**src/rtl/ssp_pkg.sv**
```systemverilog
package ssp_pkg;
  typedef enum logic [1:0] {
    PH_CMD  = 2'd0,
    PH_DATA = 2'd1,
    PH_TAIL = 2'd2
  } phase_e;

  function automatic int max2(input int a, input int b);
    return (a > b) ? a : b;
  endfunction
endpackage

```
**src/rtl/ssp_frame_rx.sv**
```systemverilog
module ssp_frame_rx
  import ssp_pkg::*;
#(
  parameter int ADDR_W = 5,
  parameter int LEN_W  = 2,
  parameter int DATA_W = 8,
  localparam int CMD_W = 1 + LEN_W + ADDR_W,
  localparam int SH_W  = max2(CMD_W, DATA_W),
  localparam int CNT_W = $clog2(SH_W)
) (
  input  logic              sclk,
  input  logic              cs_n,
  input  logic              sdi,
  output phase_e            phase_o,
  output logic              rd_o,
  output logic [ADDR_W-1:0] addr_o,
  output logic [CNT_W-1:0]  cnt_o,
  output logic              wr_en_o,
  output logic [DATA_W-1:0] wr_data_o
);
  phase_e            phase_q;
  logic [SH_W-1:0]   shreg_q;
  logic [CNT_W-1:0]  cnt_q;
  logic [LEN_W-1:0]  len_q;
  logic [LEN_W-1:0]  bytes_q;
  logic [ADDR_W-1:0] addr_q;
  logic              rd_q;
  logic [SH_W-1:0]   sh_next;
  logic              cmd_last;
  logic              byte_last;

  assign sh_next   = {shreg_q[SH_W-2:0], sdi};
  assign cmd_last  = (cnt_q == CNT_W'(CMD_W - 1));
  assign byte_last = (cnt_q == CNT_W'(DATA_W - 1));

  // Frame logic: enable high holds everything at the start of a command
  always_ff @(posedge sclk or posedge cs_n) begin
    if (cs_n) begin
      phase_q <= PH_CMD;
      shreg_q <= '0;
      cnt_q   <= '0;
      len_q   <= '0;
      bytes_q <= '0;
      addr_q  <= '0;
      rd_q    <= 1'b0;
    end else begin
      shreg_q <= sh_next;
      case (phase_q)
        PH_CMD: begin
          if (cmd_last) begin
            phase_q <= PH_DATA;
            cnt_q   <= '0;
            rd_q    <= sh_next[CMD_W-1];
            len_q   <= sh_next[ADDR_W +: LEN_W];
            addr_q  <= sh_next[ADDR_W-1:0];
            bytes_q <= '0;
          end else begin
            cnt_q <= cnt_q + 1'b1;
          end
        end
        PH_DATA: begin
          if (byte_last) begin
            cnt_q  <= '0;
            addr_q <= addr_q + 1'b1;
            if (bytes_q == len_q) phase_q <= PH_TAIL;
            else bytes_q <= bytes_q + 1'b1;
          end else begin
            cnt_q <= cnt_q + 1'b1;
          end
        end
        default: ;
      endcase
    end
  end

  assign phase_o   = phase_q;
  assign rd_o      = rd_q;
  assign addr_o    = addr_q;
  assign cnt_o     = cnt_q;
  assign wr_en_o   = !cs_n && (phase_q == PH_DATA) && !rd_q && byte_last;
  assign wr_data_o = sh_next[DATA_W-1:0];

  AST_ADDR_STEP: assert property (@(posedge sclk) disable iff (cs_n)
    (phase_q == PH_DATA && byte_last) |=> (addr_q == ADDR_W'($past(addr_q) + 1'b1)));
  AST_TAIL_STICKY: assert property (@(posedge sclk) disable iff (cs_n)
    (phase_q == PH_TAIL) |=> (phase_q == PH_TAIL));
endmodule

```
**src/rtl/ssp_regfile.sv**
```systemverilog
module ssp_regfile #(
  parameter int ADDR_W = 5,
  parameter int DATA_W = 8,
  localparam int DEPTH = 1 << ADDR_W
) (
  input  logic              clk,
  input  logic              rst_n,
  input  logic              wr_en,
  input  logic [ADDR_W-1:0] wr_addr,
  input  logic [DATA_W-1:0] wr_data,
  input  logic [ADDR_W-1:0] rd_addr,
  output logic [DATA_W-1:0] rd_data
);
  logic [DATA_W-1:0] word_q [DEPTH];

  for (genvar g = 0; g < DEPTH; g++) begin : g_word
    always_ff @(posedge clk or negedge rst_n) begin
      if (!rst_n) word_q[g] <= '0;
      else if (wr_en && (wr_addr == ADDR_W'(g))) word_q[g] <= wr_data;
    end
  end

  assign rd_data = word_q[rd_addr];

  AST_WR_DATA_KNOWN: assert property (@(posedge clk) disable iff (!rst_n)
    wr_en |-> !$isunknown(wr_data));
endmodule

```
**src/rtl/ssp_tx_drive.sv**
```systemverilog
module ssp_tx_drive
  import ssp_pkg::*;
#(
  parameter int ADDR_W = 5,
  parameter int LEN_W  = 2,
  parameter int DATA_W = 8,
  localparam int CMD_W = 1 + LEN_W + ADDR_W,
  localparam int SH_W  = max2(CMD_W, DATA_W),
  localparam int CNT_W = $clog2(SH_W)
) (
  input  logic              sclk,
  input  logic              cs_n,
  input  logic              mode_4w,
  input  phase_e            phase,
  input  logic              rd,
  input  logic [CNT_W-1:0]  cnt,
  input  logic [DATA_W-1:0] rd_data,
  output logic              sdio_o,
  output logic              sdio_oe,
  output logic              sdo_o,
  output logic              sdo_oe
);
  logic             bit_q;
  logic [CNT_W-1:0] sel;
  logic             in_data;
  logic             in_tail;

  assign sel     = CNT_W'(DATA_W - 1) - cnt;
  assign in_data = rd && (phase == PH_DATA);
  assign in_tail = rd && (phase == PH_TAIL);

  // Outputs move on the falling edge; enable high releases both pins at once
  always_ff @(negedge sclk or posedge cs_n) begin
    if (cs_n) begin
      bit_q   <= 1'b0;
      sdio_oe <= 1'b0;
      sdo_oe  <= 1'b0;
    end else begin
      bit_q   <= in_data ? rd_data[sel] : 1'b0;
      sdio_oe <= !mode_4w && in_data;
      sdo_oe  <= mode_4w && (in_data || in_tail);
    end
  end

  assign sdio_o = bit_q;
  assign sdo_o  = bit_q;

  AST_CMD_RELEASED: assert property (@(posedge sclk) disable iff (cs_n)
    (phase == PH_CMD) |-> (!sdio_oe && !sdo_oe));
  AST_TAIL_LOW: assert property (@(posedge sclk) disable iff (cs_n)
    (phase == PH_TAIL && sdo_oe) |-> !sdo_o);
  AST_SHARED_IDLE_4W: assert property (@(posedge sclk) disable iff (cs_n)
    (mode_4w && $stable(mode_4w)) |-> !sdio_oe);
endmodule

```
**src/rtl/ssp_slave.sv**
```systemverilog
module ssp_slave
  import ssp_pkg::*;
#(
  parameter int ADDR_W = 5,
  parameter int LEN_W  = 2,
  parameter int DATA_W = 8,
  localparam int CMD_W = 1 + LEN_W + ADDR_W,
  localparam int SH_W  = max2(CMD_W, DATA_W),
  localparam int CNT_W = $clog2(SH_W)
) (
  input  logic sclk,
  input  logic rst_n,
  input  logic cs_n,
  input  logic mode_4w,
  input  logic sdio_i,
  output logic sdio_o,
  output logic sdio_oe,
  output logic sdo_o,
  output logic sdo_oe
);
  phase_e            phase;
  logic              rd;
  logic [ADDR_W-1:0] addr;
  logic [CNT_W-1:0]  cnt;
  logic              wr_en;
  logic [DATA_W-1:0] wr_data;
  logic [DATA_W-1:0] rd_data;

  ssp_frame_rx #(.ADDR_W(ADDR_W), .LEN_W(LEN_W), .DATA_W(DATA_W)) rx_i (
    .sclk(sclk), .cs_n(cs_n), .sdi(sdio_i),
    .phase_o(phase), .rd_o(rd), .addr_o(addr), .cnt_o(cnt),
    .wr_en_o(wr_en), .wr_data_o(wr_data)
  );

  ssp_regfile #(.ADDR_W(ADDR_W), .DATA_W(DATA_W)) rf_i (
    .clk(sclk), .rst_n(rst_n), .wr_en(wr_en), .wr_addr(addr),
    .wr_data(wr_data), .rd_addr(addr), .rd_data(rd_data)
  );

  ssp_tx_drive #(.ADDR_W(ADDR_W), .LEN_W(LEN_W), .DATA_W(DATA_W)) tx_i (
    .sclk(sclk), .cs_n(cs_n), .mode_4w(mode_4w), .phase(phase), .rd(rd),
    .cnt(cnt), .rd_data(rd_data),
    .sdio_o(sdio_o), .sdio_oe(sdio_oe), .sdo_o(sdo_o), .sdo_oe(sdo_oe)
  );

  AST_WRITE_NO_DRIVE: assert property (@(posedge sclk) disable iff (cs_n)
    (phase != PH_CMD && !rd) |-> (!sdio_oe && !sdo_oe));
endmodule

```
**config.mk**
```make
export PLATFORM = sky130hd
export DESIGN_NAME = ssp_slave
export DESIGN_NICKNAME = d
export VERILOG_FILES = /design/src/rtl/ssp_pkg.sv /design/src/rtl/ssp_frame_rx.sv /design/src/rtl/ssp_regfile.sv /design/src/rtl/ssp_tx_drive.sv /design/src/rtl/ssp_slave.sv
export SDC_FILE = /design/constraint.sdc
export NUM_CORES = 1
export LEC_CHECK = 0
export BUFFER_PORTS_ARGS = -buffer_cell sky130_fd_sc_hd__buf_2
export CAP_MARGIN = 20
export CORE_ASPECT_RATIO = 2
export CORE_MARGIN = 8
export CORE_UTILIZATION = 50
export CTS_CLUSTER_SIZE = 28
export DETAILED_ROUTE_END_ITERATION = 7
export PLACE_DENSITY_LB_ADDON = 0.2
export SYNTH_ARGS = -nofsm -noshare
export SYNTH_HDL_FRONTEND = slang
export SYNTH_HIERARCHICAL = 1
export SYNTH_SLANG_ARGS = --single-unit
```
**constraint.sdc**
```tcl
create_clock -name sclk -period 3.7 [get_ports sclk]
set_clock_uncertainty 0.05 [all_clocks]
set_input_delay 0.925 -clock sclk [delete_from_list [all_inputs] [get_ports sclk]]
set_output_delay 0.925 -clock sclk [all_outputs]
set_load 0.02 [all_outputs]
```
== Word-level counts from Yosys, hierarchy flattened ==
Index checks and enable logic that the tools add are counted.
W data, S select, Z words.

* Add/sub/neg operators: 4
* Magnitude comparators: 2
* Equality and inequality tests: 39
* Multiplexer cells: 18
* Bitwise operators: 1
* Reductions and logical operators: 51

{| class="wikitable"
|+ Operators by type and width
! kind !! count
|-
| $eq A5 B5 Y1 const B || 16
|-
| $bmux W8 S5 || 1
|-
| $eq A5 B4 Y1 const B || 8
|-
| $logic_and A1 B1 Y1 || 39
|-
| $eq A5 B3 Y1 const B || 4
|-
| $mux W8 || 2
|-
| $mux W2 || 6
|-
| $eq A5 B2 Y1 const B || 2
|-
| $mux W5 || 2
|-
| $pmux W5 S2 || 1
|-
| $pmux W2 S2 || 2
|-
| $reduce_and A4 Y1 || 2
|-
| $ge A6 B6 Y1 const B || 1
|-
| $ne A2 B1 Y1 const B || 3
|-
| $not A5 Y6 || 1
|-
| $add A5 B1 Y5 const B || 1
|-
| $eq A5 B1 Y1 const B || 1
|-
| $logic_not A5 Y1 || 1
|-
| $lt A3 B4 Y1 const B || 1
|-
| $add A3 B1 Y3 const B || 1
|-
| $bmux W1 S3 || 1
|-
| $eq A3 B3 Y1 const B || 1
|-
| $logic_not A1 Y1 || 3
|-
| $mux W3 || 1
|-
| 13 further kinds || 14
|}

* Register bits after elaboration: 281
* Input port bits: 5

== Logic depth before layout (Yosys ltp) ==
* Word-level depth: 7
* Gate-level depth with buffers: 8
* Mapped depth without buffers: 7

== By module ==
Netlist, hierarchy kept.

{| class="wikitable"
|+ By module, submodules not included
! module !! times used !! cells each !! area an instance (um2) !! sequential area each (um2)
|-
| ssp_regfile || 1 || 699 || 11673.7 || 6406.1
|-
| ssp_frame_rx || 1 || 84 || 1009.7 || 550.5
|-
| ssp_tx_drive || 1 || 16 || 186.4 || 75.1
|}

==> metrics.txt <==
# TYPE chip_impl_metric gauge
chip_impl_metric{name="cts.hold.buffers_added",unit=""} 0
chip_impl_metric{name="synth_top_cell_area_share",unit="%"} 54.1
chip_impl_metric{name="p_int",unit="µW"} 6020
chip_impl_metric{name="dr_total_vias",unit=""} 7166
chip_impl_info{name="critical-path-top-cell-by-count",value="mux4_2"} 1
chip_impl_metric{name="grt_use_total",unit="%"} 20.4
chip_impl_metric{name="maxSlewViolCount",unit=""} 0
chip_impl_metric{name="powerDensity",unit="mW/mm²"} 579
chip_impl_metric{name="synth-seq-cells",unit=""} 281
chip_impl_metric{name="numClockSinks",unit=""} 281
chip_impl_info{name="grt_setup_unrepaired",value="true"} 1
chip_impl_metric{name="final_nets",unit=""} 860
chip_impl_info{name="violations",value="negative setup slack"} 1
chip_impl_metric{name="power_frac_comb",unit="%"} 27.7
chip_impl_metric{name="path_clk_slew",unit="ps"} 70
chip_impl_metric{name="hold_violations",unit=""} 0
chip_impl_metric{name="totalNegativeSetupSlack",unit="ps"} -1960
chip_impl_metric{name="design.portCount",unit=""} 9
chip_impl_metric{name="static-leakage-power",unit="µW"} 0.00705
chip_impl_metric{name="synth.avg_cell_area",unit="µm²"} 16.1
chip_impl_metric{name="power_switching_share",unit="%"} 29.6
chip_impl_metric{name="multi_input_gate_area_in_the_final_layout",unit="mm²"} 0.00559
chip_impl_info{name="setup.worst_path.start_class",value="flop"} 1
chip_impl_metric{name="grt_max_degree",unit=""} 78
chip_impl_metric{name="syn_inst",unit=""} 799
chip_impl_metric{name="dieWidth",unit="µm"} 129
chip_impl_metric{name="layout_setup_ws",unit="ps"} -1100
chip_impl_metric{name="growth_of_design_area_from_synthesis_to_finish",unit="%"} 14.7
chip_impl_metric{name="row_count",unit=""} 83
chip_impl_metric{name="sequentialPowerShare",unit="%"} 41.9
chip_impl_info{name="ys_dominant_reg_cell",value="dfrtp_1"} 1
chip_impl_metric{name="cts_made_buffers",unit=""} 25
chip_impl_metric{name="overall_die_area",unit="mm²"} 0.0314
chip_impl_metric{name="grt_antenna_before_repair",unit=""} 0
chip_impl_metric{name="synth_sequential_area_ratio",unit="%"} 54.6
chip_impl_metric{name="first_global_vias",unit=""} 8018
chip_impl_metric{name="netSwitchingPower",unit="µW"} 2530
chip_impl_metric{name="post-dp-hpwl",unit="mm"} 21.8
chip_impl_metric{name="cts_buffer_depth",unit=""} 3
chip_impl_metric{name="synth_warnings",unit=""} 6
chip_impl_info{name="synth_top_cells_by_count",value="278 x dfrtp_1, 270 x mux2_2, 81 x mux4_2, 33 x clkbuf_1, 17 x nand2_1"} 1
chip_impl_metric{name="clock_tree.htree_level_count",unit=""} 1
chip_impl_info{name="synth_top_cells_by_area",value="dfrtp_1 54%, mux2_2 24%, mux4_2 14%"} 1
chip_impl_metric{name="grt_first_pass_wirelength",unit="mm"} 48.6
chip_impl_info{name="netlist.top_cell.by_area",value="dfrtp_1"} 1
chip_impl_metric{name="synth_enable_flop_cells",unit=""} 0
chip_impl_metric{name="share_clk_of_total_power",unit="%"} 30.4
chip_impl_info{name="clock_tree_from_tritoncts",value="yes"} 1
chip_impl_metric{name="num-fill-cells",unit=""} 2009
chip_impl_info{name="synth_most_common_cell",value="dfrtp_1"} 1
chip_impl_info{name="critical_path.endpoint_type",value="flop"} 1
chip_impl_info{name="holdCritPathClass",value="in2async"} 1
chip_impl_metric{name="routedWlPerCell",unit="µm"} 25.6
chip_impl_metric{name="final_layout_size_suffix_gt1_share",unit="%"} 55.7
chip_impl_metric{name="timing.max_cap.violations",unit=""} 0
chip_impl_metric{name="setup_viol",unit=""} 5
chip_impl_metric{name="synthesis.area",unit="mm²"} 0.0129
chip_impl_metric{name="drt_first_iter_violations",unit=""} 598
chip_impl_metric{name="syn_nets",unit=""} 808
chip_impl_metric{name="fp.coreArea",unit="mm²"} 0.0255
chip_impl_metric{name="worst_skew_pair.late_latency",unit="ps"} 530
chip_impl_metric{name="worst_slew_pin_slew",unit="ps"} 1110
chip_impl_info{name="crit_chain",value="buf_12 > buf_12 > mux4_2 > mux4_2 > mux2_4 > mux4_2 > nor2_2 > nor4_2"} 1
chip_impl_metric{name="ff_latch_area",unit="mm²"} 0.00704
chip_impl_metric{name="drt_wl_total",unit="mm"} 31.0
chip_impl_info{name="worst_path_dominant_cell_family",value="multiplexers"} 1
chip_impl_metric{name="diodes",unit=""} 0
chip_impl_info{name="worst_path_max_delay_cell",value="mux4_2"} 1
chip_impl_metric{name="viasPerCell",unit=""} 5.92
chip_impl_metric{name="worst_ep_required_time",unit="ps"} 2180
chip_impl_metric{name="whs",unit="ps"} 306
chip_impl_metric{name="max_fo_critical_path",unit=""} 6
chip_impl_metric{name="grt.overflow.total",unit=""} 0
chip_impl_metric{name="synthArstFlopShare",unit="%"} 100
chip_impl_metric{name="detail-route-antenna-nets",unit=""} 0
chip_impl_metric{name="drt_drc_violations_left",unit=""} 0
chip_impl_info{name="run_status",value="finished with violations"} 1
chip_impl_metric{name="vdd.ir_drop.worst",unit="mV"} 0.349
chip_impl_metric{name="detail_route.first_pass.iterations",unit=""} 4
chip_impl_metric{name="timing.critical_path.buf_inv",unit=""} 2
chip_impl_metric{name="dpl_worst_slack",unit="ps"} -1160
chip_impl_info{name="clock_tree.root_cell",value="clkbuf_16"} 1
chip_impl_metric{name="yosys.cell_types.count",unit=""} 40
chip_impl_metric{name="ff2ff_setup_slack",unit="ps"} -1100
chip_impl_info{name="timing_worst_setup_path_type",value="reg2reg"} 1
chip_impl_metric{name="place.gp.congestion",unit=""} 0.847
chip_impl_metric{name="count_of_buffers_from_port_buffering",unit=""} 8
chip_impl_metric{name="die_height",unit="µm"} 243
chip_impl_metric{name="worstPathArrival",unit="ps"} 3270
chip_impl_metric{name="initial_utilization",unit="%"} 50.4
chip_impl_metric{name="critPathMaxStageDelay",unit="ps"} 530
chip_impl_metric{name="max-slew-margin-rel",unit="%"} 25.7
power by group through the flow:
stage | sequential [µW] | clock, µW | combinational (µW)
after floorplan | 3550 | 0 | 1520
after global placement | 3650 | 0 | 2090
after detailed placement | 3650 | 0 | 2160
after CTS | 3600 | 2670 | 2200
after global routing | 3610 | 2790 | 2520
final | 3580 | 2600 | 2370
metal layers:
| layer | track usage [%] | share of wire [%] |
|---|---|---|
| met1 | 22.6 | 36 |
| met2 | 36.6 | 56 |
| met3 | 2.20 | 2.8 |
| met4 | 12.0 | 5.9 |
| met5 | 0 | 0 |
flip-flops by register name, indices dropped and copies added, names as in the netlist:
name / count
rx_i/bytes_q: 2
tx_i/sdo_oe: 1
rx_i/phase_o: 2
rx_i/addr_o: 5
tx_i/sdio_o: 1
rx_i/rd_o: 1
tx_i/sdio_oe: 1
rf_i/word_q: 256
rx_i/len_q: 2
rx_i/shreg_q: 7
rx_i/cnt_o: 3
cell type report:
| type | count | share of cell area (%) |
|---|---|---|
| inverters | 5 | 0.127 |
| well taps | 340 | 2.88 |
| clock inverters | 6 | 0.415 |
| clock buffers | 40 | 5.16 |
| flip-flops and latches | 281 | 47.7 |
| multi-input cells | 456 | 37.8 |
| repair buffers | 82 | 5.92 |
worst reg2reg max path, stage by stage, from the launching register on:
cell     delay (ps)
dfrtp_4         500
buf_12          160
buf_12          140
mux4_2          440
mux4_2          510
mux2_4          290
mux4_2          530
nor2_2          120
nor4_2           50
path summary, 6_finish.rpt:
check	startpoint	to	cells after the start
worst max-delay path	rx_i/addr_o[1]$_DFFE_PP0P_	tx_i/sdio_o$_DFF_NP0_	8
worst min-delay path	rst_n	rf_i/word_q[146]$_DFFE_PN0P_	1
worst max register to register	rx_i/addr_o[1]$_DFFE_PP0P_	tx_i/sdio_o$_DFF_NP0_	8
worst min register to register	rx_i/shreg_q[4]$_DFF_PP0_	rx_i/shreg_q[5]$_DFF_PP0_	0
max in group asynchronous	cs_n	tx_i/sdio_o$_DFF_NP0_	2
min in group sclk	rx_i/shreg_q[4]$_DFF_PP0_	rx_i/shreg_q[5]$_DFF_PP0_	0
logic make-up after synthesis:
kind of cell | Yosys count | synth area share (%)
compound gates | 17 | 0.933
simple gates | 75 | 3.41
xor+xnor | 3 | 0.204
flops | 281 | 54.6
buf+inv | 62 | 2.16
fa+ha+maj | 4 | 0.389
mux | 357 | 38.3
placed cells by master, fill, tap and decap left out, types with 5 or more instances in the layout:
cell       count
buf_12        11
buf_4         55
buf_6          7
clkbuf_1       7
clkbuf_16     27
clkbuf_8       8
dfrtp_1      276
inv_1          5
mux2_2       268
mux2i_1        6
mux4_2        81
nand2_1       15
nor2_1        15
nor2b_1        7
o21ai_0        5
per-stage QoR:
| stage | total power, µW | cell area, µm² | utilization (%) | instances |
|---|---|---|---|---|
| final | 8550 | 14800 | 57.8 | 1210 |
| after global routing | 8920 | 14800 | 57.8 | 1210 |
| after CTS | 8470 | 14600 | 57.1 | 1204 |
| after detailed placement | 5810 | 13700 | 53.7 | 1157 |
| after global placement | 5740 | 13700 | 53.6 | 1155 |
| after floorplan | 5070 | 12900 | - | 799 |
repair_timing:
item,CTS,global route
pin swaps,0,0
gates cloned,0,2
setup buffers,1,2
endpoints found under the hold margin,0,0
gates resized for setup,11,13
setup endpoints to repair,5,21
No activity file was read; power rests on OpenSTA's default activity.
